===== config.mk =====
export PLATFORM = sky130hd
export DESIGN_NAME = sertx_frame
export DESIGN_NICKNAME = d
export VERILOG_FILES = /design/src/rtl/sertx_pkg.sv /design/src/rtl/sertx_bit_timer.sv /design/src/rtl/sertx_parity.sv /design/src/rtl/sertx_shift_reg.sv /design/src/rtl/sertx_frame.sv
export SDC_FILE = /design/constraint.sdc
export NUM_CORES = 1
export LEC_CHECK = 0
export BUFFER_PORTS_ARGS = -buffer_cell sky130_fd_sc_hd__clkbuf_2
export CAP_MARGIN = 10
export CORE_MARGIN = 2
export CORE_UTILIZATION = 55
export CTS_CLUSTER_DIAMETER = 200
export DETAILED_ROUTE_END_ITERATION = 10
export HOLD_SLACK_MARGIN = 0.08
export PLACE_DENSITY_LB_ADDON = 0.05
export SKIP_LAST_GASP = 1
export SYNTH_ARGS = -nofsm -noshare
export SYNTH_HDL_FRONTEND = slang
export SYNTH_SLANG_ARGS = --single-unit

===== constraint.sdc =====
create_clock -name clk -period 2.3 [get_ports clk]
set_clock_uncertainty 0.15 [all_clocks]
set_input_delay 0.345 -clock clk [delete_from_list [all_inputs] [get_ports clk]]
set_output_delay 0.345 -clock clk [all_outputs]
set_load 0.03 [all_outputs]

===== src/rtl/sertx_pkg.sv =====
package sertx_pkg;

    typedef enum logic [2:0] {
        ST_IDLE,
        ST_START,
        ST_DATA,
        ST_PARITY,
        ST_STOP
    } tx_state_e;

    typedef enum logic [1:0] {
        PAR_NONE = 2'd0,
        PAR_EVEN = 2'd1,
        PAR_ODD  = 2'd2,
        PAR_RSVD = 2'd3
    } par_mode_e;

    typedef struct packed {
        logic [1:0] len_code;
        par_mode_e  par;
        logic       two_stop;
    } frame_cfg_t;

endpackage


===== src/rtl/sertx_bit_timer.sv =====
module sertx_bit_timer #(
    parameter int CLKS_PER_BIT = 16
) (
    input  logic clk,
    input  logic rst_n,
    input  logic run,
    output logic tick
);
    localparam int CW = (CLKS_PER_BIT > 1) ? $clog2(CLKS_PER_BIT) : 1;
    localparam logic [CW-1:0] LAST = CW'(CLKS_PER_BIT - 1);

    logic [CW-1:0] cnt_q;

    assign tick = run && (cnt_q == LAST);

    always_ff @(posedge clk or negedge rst_n) begin
        if (!rst_n) begin
            cnt_q <= '0;
        end else if (!run || tick) begin
            cnt_q <= '0;
        end else begin
            cnt_q <= cnt_q + 1'b1;
        end
    end

    AST_CNT_BOUND: assert property (@(posedge clk) disable iff (!rst_n)
        cnt_q <= LAST);
    AST_IDLE_CLEAR: assert property (@(posedge clk) disable iff (!rst_n)
        !run |=> (cnt_q == '0));

endmodule


===== src/rtl/sertx_parity.sv =====
module sertx_parity
    import sertx_pkg::*;
#(
    parameter int DATA_W  = 8,
    parameter int MIN_LEN = 5
) (
    input  logic [DATA_W-1:0] data,
    input  logic [1:0]        len_code,
    input  par_mode_e         mode,
    output logic              par_bit
);
    logic [DATA_W-1:0] masked;

    for (genvar i = 0; i < DATA_W; i++) begin : g_mask
        if (i < MIN_LEN) begin : g_always
            assign masked[i] = data[i];
        end else begin : g_cond
            assign masked[i] = data[i] && (32'(len_code) + MIN_LEN > i);
        end
    end

    always_comb begin
        unique case (mode)
            PAR_EVEN: par_bit = ^masked;
            PAR_ODD:  par_bit = ~^masked;
            default:  par_bit = 1'b0;
        endcase
    end

endmodule


===== src/rtl/sertx_shift_reg.sv =====
module sertx_shift_reg #(
    parameter int DATA_W = 8
) (
    input  logic              clk,
    input  logic              rst_n,
    input  logic              load,
    input  logic [DATA_W-1:0] load_data,
    input  logic              shift,
    output logic              lsb
);
    logic [DATA_W-1:0] sr_q;

    assign lsb = sr_q[0];

    always_ff @(posedge clk or negedge rst_n) begin
        if (!rst_n) begin
            sr_q <= '0;
        end else if (load) begin
            sr_q <= load_data;
        end else if (shift) begin
            sr_q <= {1'b0, sr_q[DATA_W-1:1]};
        end
    end

endmodule


===== src/rtl/sertx_frame.sv =====
module sertx_frame
    import sertx_pkg::*;
#(
    parameter int CLKS_PER_BIT = 16,
    parameter int DATA_W       = 8,
    parameter int MIN_LEN      = 5
) (
    input  logic              clk,
    input  logic              rst_n,
    input  logic              in_valid,
    output logic              in_ready,
    input  logic [DATA_W-1:0] in_data,
    input  logic [1:0]        cfg_len_code,
    input  logic [1:0]        cfg_parity,
    input  logic              cfg_two_stop,
    output logic              tx_line,
    output logic              tx_busy
);
    localparam int IDXW = $clog2(DATA_W);

    tx_state_e       state_q, state_d;
    logic [IDXW-1:0] bit_idx_q, bit_idx_d;
    logic            stop_idx_q, stop_idx_d;
    frame_cfg_t      cfg_q, cfg_in;
    logic            par_q, par_calc;
    logic            accept, bit_tick, data_bit, shift_en;
    logic [IDXW-1:0] last_idx;
    logic            par_on;

    assign cfg_in   = '{len_code: cfg_len_code, par: par_mode_e'(cfg_parity), two_stop: cfg_two_stop};
    assign accept   = in_valid && in_ready;
    assign last_idx = IDXW'(MIN_LEN - 1) + IDXW'(cfg_q.len_code);
    assign par_on   = (cfg_q.par == PAR_EVEN) || (cfg_q.par == PAR_ODD);
    assign shift_en = (state_q == ST_DATA) && bit_tick;

    sertx_bit_timer #(.CLKS_PER_BIT(CLKS_PER_BIT)) timer_i (
        .clk  (clk),
        .rst_n(rst_n),
        .run  (state_q != ST_IDLE),
        .tick (bit_tick)
    );

    sertx_parity #(.DATA_W(DATA_W), .MIN_LEN(MIN_LEN)) parity_i (
        .data    (in_data),
        .len_code(cfg_in.len_code),
        .mode    (cfg_in.par),
        .par_bit (par_calc)
    );

    sertx_shift_reg #(.DATA_W(DATA_W)) shift_i (
        .clk      (clk),
        .rst_n    (rst_n),
        .load     (accept),
        .load_data(in_data),
        .shift    (shift_en),
        .lsb      (data_bit)
    );

    // Next-state logic
    always_comb begin
        state_d    = state_q;
        bit_idx_d  = bit_idx_q;
        stop_idx_d = stop_idx_q;
        unique case (state_q)
            ST_IDLE: begin
                if (accept) begin
                    state_d    = ST_START;          // ACCEPT
                    bit_idx_d  = '0;
                    stop_idx_d = 1'b0;
                end
            end
            ST_START: begin
                if (bit_tick) state_d = ST_DATA;    // START_DONE
            end
            ST_DATA: begin
                if (bit_tick) begin
                    if (bit_idx_q == last_idx) begin
                        state_d = par_on ? ST_PARITY : ST_STOP;  // DATA_TO_PARITY / DATA_TO_STOP
                    end else begin
                        bit_idx_d = bit_idx_q + 1'b1;            // NEXT_BIT
                    end
                end
            end
            ST_PARITY: begin
                if (bit_tick) state_d = ST_STOP;    // PARITY_DONE
            end
            ST_STOP: begin
                if (bit_tick) begin
                    if (cfg_q.two_stop && !stop_idx_q) begin
                        stop_idx_d = 1'b1;          // SECOND_STOP
                    end else begin
                        state_d = ST_IDLE;          // FRAME_DONE
                    end
                end
            end
            default: state_d = ST_IDLE;
        endcase
    end

    // State register and frame context
    always_ff @(posedge clk or negedge rst_n) begin
        if (!rst_n) begin
            state_q    <= ST_IDLE;
            bit_idx_q  <= '0;
            stop_idx_q <= 1'b0;
            cfg_q      <= '{len_code: 2'd0, par: PAR_NONE, two_stop: 1'b0};
            par_q      <= 1'b0;
        end else begin
            state_q    <= state_d;
            bit_idx_q  <= bit_idx_d;
            stop_idx_q <= stop_idx_d;
            if (accept) begin
                cfg_q <= cfg_in;
                par_q <= par_calc;
            end
        end
    end

    // Outputs
    always_comb begin
        in_ready = 1'b0;
        tx_busy  = 1'b1;
        tx_line  = 1'b1;
        unique case (state_q)
            ST_IDLE: begin
                in_ready = 1'b1;
                tx_busy  = 1'b0;
            end
            ST_START:  tx_line = 1'b0;
            ST_DATA:   tx_line = data_bit;
            ST_PARITY: tx_line = par_q;
            ST_STOP:   tx_line = 1'b1;
            default:   tx_line = 1'b1;
        endcase
    end

    AST_START_LOW: assert property (@(posedge clk) disable iff (!rst_n)
        accept |=> !tx_line);
    AST_BUSY_AFTER_ACCEPT: assert property (@(posedge clk) disable iff (!rst_n)
        accept |=> (tx_busy && !in_ready));
    AST_LINE_HOLDS: assert property (@(posedge clk) disable iff (!rst_n)
        (tx_busy && !bit_tick) |=> $stable(tx_line));
    AST_CFG_HELD: assert property (@(posedge clk) disable iff (!rst_n)
        (tx_busy && !accept) |=> $stable(cfg_q) && $stable(par_q));
    AST_ENDS_HIGH: assert property (@(posedge clk) disable iff (!rst_n)
        (tx_busy && bit_tick && (state_d == ST_IDLE)) |-> tx_line);
    AST_IDX_RANGE: assert property (@(posedge clk) disable iff (!rst_n)
        (state_q == ST_DATA) |-> (bit_idx_q <= last_idx));
    AST_NO_TAKE_BUSY: assert property (@(posedge clk) disable iff (!rst_n)
        (tx_busy && in_valid) |=> $stable(cfg_q));

endmodule


==> impl_metrics.json, run 1 <==
{
  "status": "finished clean",
  "firstDrtPassIters": 2,
  "yosys-top-cells-area": "dfrtp_1 46%, mux2i_1 5.2%, a21oi_1 4.4%",
  "path_cells": "or3_4, clkinv_2, and2_4, a221oi_2, o21bai_1, a22o_1",
  "max_cap_violations": 0,
  "crit_required_ns": 2.36,
  "grt_usage_pct": 19.2,
  "grt_pass1_vias": 937,
  "clk_pin_slew_ns": 0.13,
  "clock_latency_ns": 0.30,
  "endpoint_kind": "register",
  "combPwrFrac_pct": 49.0,
  "cp_max_fo": 17,
  "vias": 959,
  "crit_buf_inv": 1,
  "path_delay_family": "simple AND/OR/NAND/NOR gates",
  "regArea_um2": 626,
  "startpoint_type": "register",
  "min_path_cells": 3,
  "slowest_delay_ns": 0.50,
  "slew_viol_final": 0,
  "drcViolationCount": 0,
  "power_switching_mw": 0.722,
  "tns_ns": 0,
  "finalCriticalPeriod_ns": 2.04,
  "coreArea_um2": 2410,
  "area_growth_pct": 9.95,
  "final_common_cell": "dfrtp_1",
  "fin_util_pct": 61.9,
  "place.gp.congestion": 0.811,
  "min_path_type": "input pin to register",
  "reg2reg_depth": 6,
  "instances_no_fill": 183,
  "via_per_inst": 5.24,
  "layout_common_cells": "25 x dfrtp_1, 18 x clkbuf_2, 16 x nor2_1",
  "die_y_um": 53.7,
  "cts_sinks": 25,
  "htreeDepth": 1,
  "seq_power_share_pct": 40.4,
  "die_area_um2": 2880,
  "syn_area_um2": 1360,
  "slowest_stage": "dfrtp_1",
  "dp_cells": 178,
  "multi_input_area_um2": 664,
  "drt_iter0_drc": 8,
  "cellInternalPower_mw": 1.07,
  "grt_max_degree": 26,
  "finalHoldViolCount": 0,
  "synth.yosys.seq_area_share_pct": 46.1,
  "cts_tree": "done",
  "slew_headroom_pct": 59.9,
  "synth_seq_cells": 25,
  "die_w_um": 53.7,
  "antenna_left": 0,
  "ir_drop_v": 0.000684,
  "fin_crit_sh_pct": 88.7,
  "fmax_mhz": 490,
  "yosysTopAreaCell": "dfrtp_1",
  "num_io_pins": 19,
  "yosysTopAreaCellShare_pct": 46.1,
  "leakage_nw": 0.685,
  "cts_buffers": 3,
  "fillers": 211,
  "cts_root_buf": "clkbuf_4",
  "grt_pass1_wl_um": 3970,
  "grt_setup_unrepaired": "no",
  "overflow": 0,
  "syn_nets": 152,
  "drive_gt1_share_pct": 22.2,
  "tightest_slew_ns": 0.601,
  "ys_warn_count": 0,
  "postRouteWirelength_um": 2330,
  "diodes": 0,
  "antenna_found_initial": 0,
  "fp-row-count": 18,
  "dpl.hpwl_um": 1810,
  "worst_ep_arrival_time_ns": 2.10,
  "rrSetupSlack_ns": 0.26,
  "start_util_pct": 56.3,
  "synth_cells": 134,
  "synth_cell_type_count": 37,
  "report.final.setup_viol": 0,
  "wl_per_cell_um": 12.7,
  "synth.avg_cell_area_um2": 10.1,
  "netSwitchingFraction_pct": 40.4,
  "critPathKind": "register to register",
  "cts_buffer_depth": 2,
  "clockPowerShare_pct": 10.6,
  "power.density_nw_per_um2": 1200,
  "nets": 172,
  "numPortBuffers": 18,
  "crit_cells": 6
}
==> state kept, by name (all words and copies together) (netlist names) <==
signal,flops
par_q,1
cfg_q,5
state_q,3
shift_i.sr_q,8
bit_idx_q,3
stop_idx_q,1
timer_i.cnt_q,4
==> worst reg2reg max path, stage by stage, from the launching register on <==
cell	delay, ns
dfrtp_1	0.50
or3_4	0.44
clkinv_2	0.09
and2_4	0.29
a221oi_2	0.08
o21bai_1	0.17
a22o_1	0.23
==> routing by layer <==
layer / GRT usage, % / routed length (µm) / up-vias
met5: 0 / 0 / -
met4: 6.41 / 15 / 0
met3: 3.61 / 80 / 2
met2: 33.1 / 1130 / 11
met1: 24.0 / 1110 / 441
li1: - / - / 505
==> synth_stat cells <==
cell and number:
dfrtp_1 25, nor2_1 16, a21oi_1 12, o21ai_0 10, mux2i_1 7, nand2_1 6
xnor2_1 6, mux2_2 5, nand3_1 4, buf_6 3, inv_1 3, nor2b_1 3
xor2_1 3, a22o_1 2, a31oi_1 2, buf_2 2, clkbuf_1 2, ha_1 2
nand2b_1 2, nor3_1 2, a21boi_0 1, a21o_1 1, a221oi_2 1, a311o_1 1
a31o_1 1, and2_1 1, and2_4 1, and3_1 1, and3b_1 1, clkinv_2 1
nand4_1 1, nor3_2 1, nor3b_1 1, o21bai_1 1, or2_1 1, or3_4 1
xnor3_1 1
==> layout make-up <==
| cell class | count | share of cell area, % |
|---|---|---|
| sequential | 25 | 41.9 |
| inverter | 4 | 1.09 |
| tap | 30 | 2.51 |
| clock buffer | 4 | 1.76 |
| timing repair buffer | 22 | 8.21 |
| multi-input combinational | 98 | 44.5 |
==> logic make-up (layout without fill, tap and decap cells) <==
| family | Yosys count | in the layout | synth area share [%] |
|---|---|---|---|
| AOI/OAI and AO/OA | 32 | 32 | 14.5 |
| xor gates and xnor gates | 10 | 10 | 7.47 |
| and+or+nand+nor | 42 | 42 | 15.9 |
| muxes | 12 | 12 | 9.31 |
| DFF | 25 | 25 | 46.1 |
| adders and majority gates | 2 | 2 | 1.84 |
| buffers and inverters | 11 | 30 | 4.98 |
==> path summary, 6_finish.rpt <==
check / start / endpoint
hold reg to reg: timer_i.cnt_q[0] / timer_i.cnt_q[0]
hold / removal: in_data[7] / shift_i.sr_q[7]
min in group asynchronous: rst_n / timer_i.cnt_q[2]
setup reg to reg: state_q[0] / state_q[1]
max in group asynchronous: rst_n / timer_i.cnt_q[0]
setup / recovery: state_q[0] / state_q[1]
==> what timing repair did <==
action / in CTS / in global routing
buffers inserted: 0 / 0
endpoints found under the hold margin: 25 / 0
hold buffers: 1 / 0
resized for setup: 0 / 0
==> through the flow <==
stage / hold WS, ns / instance area [µm²] / total power [mW] / setup slack [ns]
2_1_floorplan: -0.101 / 1360 / 1.45 / 0.248
3_3_place_gp: 0.229 / 1460 / 1.59 / 0.328
3_5_place_dp: 0.226 / 1460 / 1.61 / 0.285
4_1_cts: 0.103 / 1490 / 1.81 / 0.264
5_1_grt: 0.0986 / 1490 / 1.95 / 0.162
6_report: 0.117 / 1490 / 1.79 / 0.259
==> power by group through the flow <==
| stage | Sequential [mW] | Combinational [mW] | Clock, mW |
|---|---|---|---|
| 6_report | 0.721 | 0.876 | 0.189 |
| 5_1_grt | 0.743 | 0.988 | 0.220 |
| 4_1_cts | 0.722 | 0.888 | 0.198 |
| 3_5_place_dp | 0.733 | 0.882 | 0 |
| 3_3_place_gp | 0.726 | 0.861 | 0 |
| 2_1_floorplan | 0.693 | 0.753 | 0 |
No activity file was read; power rests on OpenSTA's default activity.
==> run 2: changes to the inputs <==
--- a/config.mk
+++ b/config.mk
@@ -12,7 +12,7 @@
 export CTS_CLUSTER_DIAMETER = 200
 export DETAILED_ROUTE_END_ITERATION = 10
 export HOLD_SLACK_MARGIN = 0.08
-export PLACE_DENSITY_LB_ADDON = 0.05
+export PLACE_DENSITY_LB_ADDON = 0.3
 export SKIP_LAST_GASP = 1
 export SYNTH_ARGS = -nofsm -noshare
 export SYNTH_HDL_FRONTEND = slang
==> run 2 against run 1 <==
Count of clock-buffer cells in the layout stayed put; power is 0.35% lower; final area is 0.50% lower; maximum frequency is 0.25% lower; die area stayed put; combinational power is 2.6% lower; largest power group unchanged.
==> impl_metrics.json, run 2 (synthesized netlist as in run 1, its figures left out) <==
{
  "cp_max_fo": 17,
  "report.final.setup_viol": 0,
  "grt_max_degree": 26,
  "clockPowerShare_pct": 10.9,
  "firstDrtPassIters": 4,
  "grt_setup_unrepaired": "no",
  "die_w_um": 53.7,
  "power_switching_mw": 0.724,
  "min_path_cells": 2,
  "path_delay_family": "simple AND/OR/NAND/NOR gates",
  "grtUsageMet1_pct": 25.2,
  "antenna_left": 0,
  "fin_hold_ws_ns": 0.111,
  "slew_headroom_pct": 57.9,
  "cts_buffer_depth": 2,
  "endpoint_kind": "register",
  "worst_ep_arrival_time_ns": 2.12,
  "grt_pass1_vias": 964,
  "r2r-start": "state_q[0]",
  "postRouteWirelength_um": 2440,
  "leakage_nw": 0.679,
  "startpoint_type": "register",
  "wl_per_cell_um": 13.4,
  "coreArea_um2": 2410,
  "worstHoldEndpoint": "cfg_q[0]",
  "ir_drop_v": 0.000649,
  "dpl.hpwl_um": 1840,
  "diodes": 0,
  "start_util_pct": 56.3,
  "fin_util_pct": 61.6,
  "clock_latency_ns": 0.31,
  "seq_power_share_pct": 41.2,
  "critPathKind": "register to register",
  "drcViolationCount": 0,
  "cts_setup_buffers": 0,
  "drt_iter0_drc": 17,
  "finalHoldViolCount": 0,
  "r2r_end": "state_q[1]",
  "die_y_um": 53.7,
  "layout_common_cells": "25 x dfrtp_1, 18 x clkbuf_2, 16 x nor2_1",
  "cts_buffers": 3,
  "power.density_nw_per_um2": 1200,
  "clk_pin_slew_ns": 0.14,
  "path_cells": "or3_4, clkinv_2, and2_4, a221oi_2, o21bai_1, a22o_1",
  "status": "finished clean",
  "num_io_pins": 19,
  "cts_root_buf": "clkbuf_4",
  "drive_gt1_share_pct": 21.7,
  "tns_ns": 0,
  "crit_cells": 6,
  "hold_start": "cfg_two_stop",
  "slew_viol_final": 0,
  "fp-row-count": 18,
  "numPortBuffers": 18,
  "combPwrFrac_pct": 47.9,
  "place.gp.congestion": 0.863,
  "grt_busiest_layer": "met2",
  "cts_tree": "done",
  "via_per_inst": 5.46,
  "grt.met3_usage_pct": 2.50,
  "cellInternalPower_mw": 1.06,
  "grt_pass1_wl_um": 4040,
  "nets": 171,
  "cts_sinks": 25,
  "grt_usage_pct": 19.4,
  "crit_buf_inv": 1,
  "htreeDepth": 1,
  "overflow": 0,
  "met2_usage_pct": 32.7,
  "rrSetupSlack_ns": 0.25,
  "tightest_slew_ns": 0.632,
  "slowest_delay_ns": 0.49,
  "reg2reg_depth": 6,
  "netSwitchingFraction_pct": 40.7,
  "fin_crit_sh_pct": 89.0,
  "crit_required_ns": 2.37,
  "regMostFlops": "shift_i.sr_q",
  "fmax_mhz": 489,
  "max_cap_violations": 0,
  "final_common_cell": "dfrtp_1",
  "finalCriticalPeriod_ns": 2.05,
  "area_growth_pct": 9.40,
  "antenna_found_initial": 0,
  "die_area_um2": 2880,
  "slowest_stage": "dfrtp_1",
  "min_path_type": "input pin to register",
  "vias": 994,
  "reg_top3": "shift_i.sr_q: 8 flops, cfg_q: 5 flops, timer_i.cnt_q: 4 flops",
  "cp-startpoint": "state_q[0]",
  "largest_register_ffs": 8
}
-- run 2: changes by cell type in the layout (fill, tap and decap cells not counted), sizes merged --
cell,delta
buf,-1
-- run 2: per-layer routing --
| metal | wire length [µm] | share of wire, % |
|---|---|---|
| met3 | 80 | 3.3 |
| met5 | 0 | 0 |
| met4 | 10 | 0.41 |
| met2 | 1200 | 49 |
| met1 | 1150 | 47 |
-- run 2: power groups by stage --
stage | clock network, mW | logic (mW) | registers, mW
after floorplan | 0 | 0.753 | 0.693
after global placement | 0 | 0.833 | 0.738
after detailed placement | 0 | 0.855 | 0.746
after CTS | 0.204 | 0.859 | 0.735
after global routing | 0.218 | 0.952 | 0.757
final | 0.194 | 0.853 | 0.734
-- run 2: through the flow --
stage	setup WS, ns	cells	power, mW	area, µm²
2_1_floorplan	0.248	134	1.45	1360
3_3_place_gp	0.317	177	1.57	1450
3_5_place_dp	0.282	177	1.60	1450
4_1_cts	0.261	182	1.80	1490
5_1_grt	0.149	182	1.93	1490
6_report	0.254	182	1.78	1490
-- run 2: final cells by class --
cell class | instances | area (µm²)
inverters | 4 | 16.3
well taps | 30 | 37.5
fillers | 207 | 925
repair buffers | 21 | 115
multi-input cells | 98 | 664
flip-flops and latches | 25 | 626
clock buffers | 4 | 26.3
-- run 2: timing repair --
item / CTS / global route
hold endpoints to repair: 25 / 0
hold buffers: 1 / 0
gates resized for setup: 0 / 0
-- run 2: worst reg2reg max path, cell delays in order, from the launching register on --
cell and delay (ns):
dfrtp_1 0.49, or3_4 0.43, clkinv_2 0.09, and2_4 0.30, a221oi_2 0.09, o21bai_1 0.17, a22o_1 0.23
-- run 2: how the worst max path moves through the flow --
stage,end,slack (ns)
after floorplan,state_q[1],0.25
after global placement,state_q[1],0.32
after detailed placement,state_q[1],0.28
after CTS,in_ready,0.26
after global routing,state_q[1],0.15
final,state_q[1],0.25
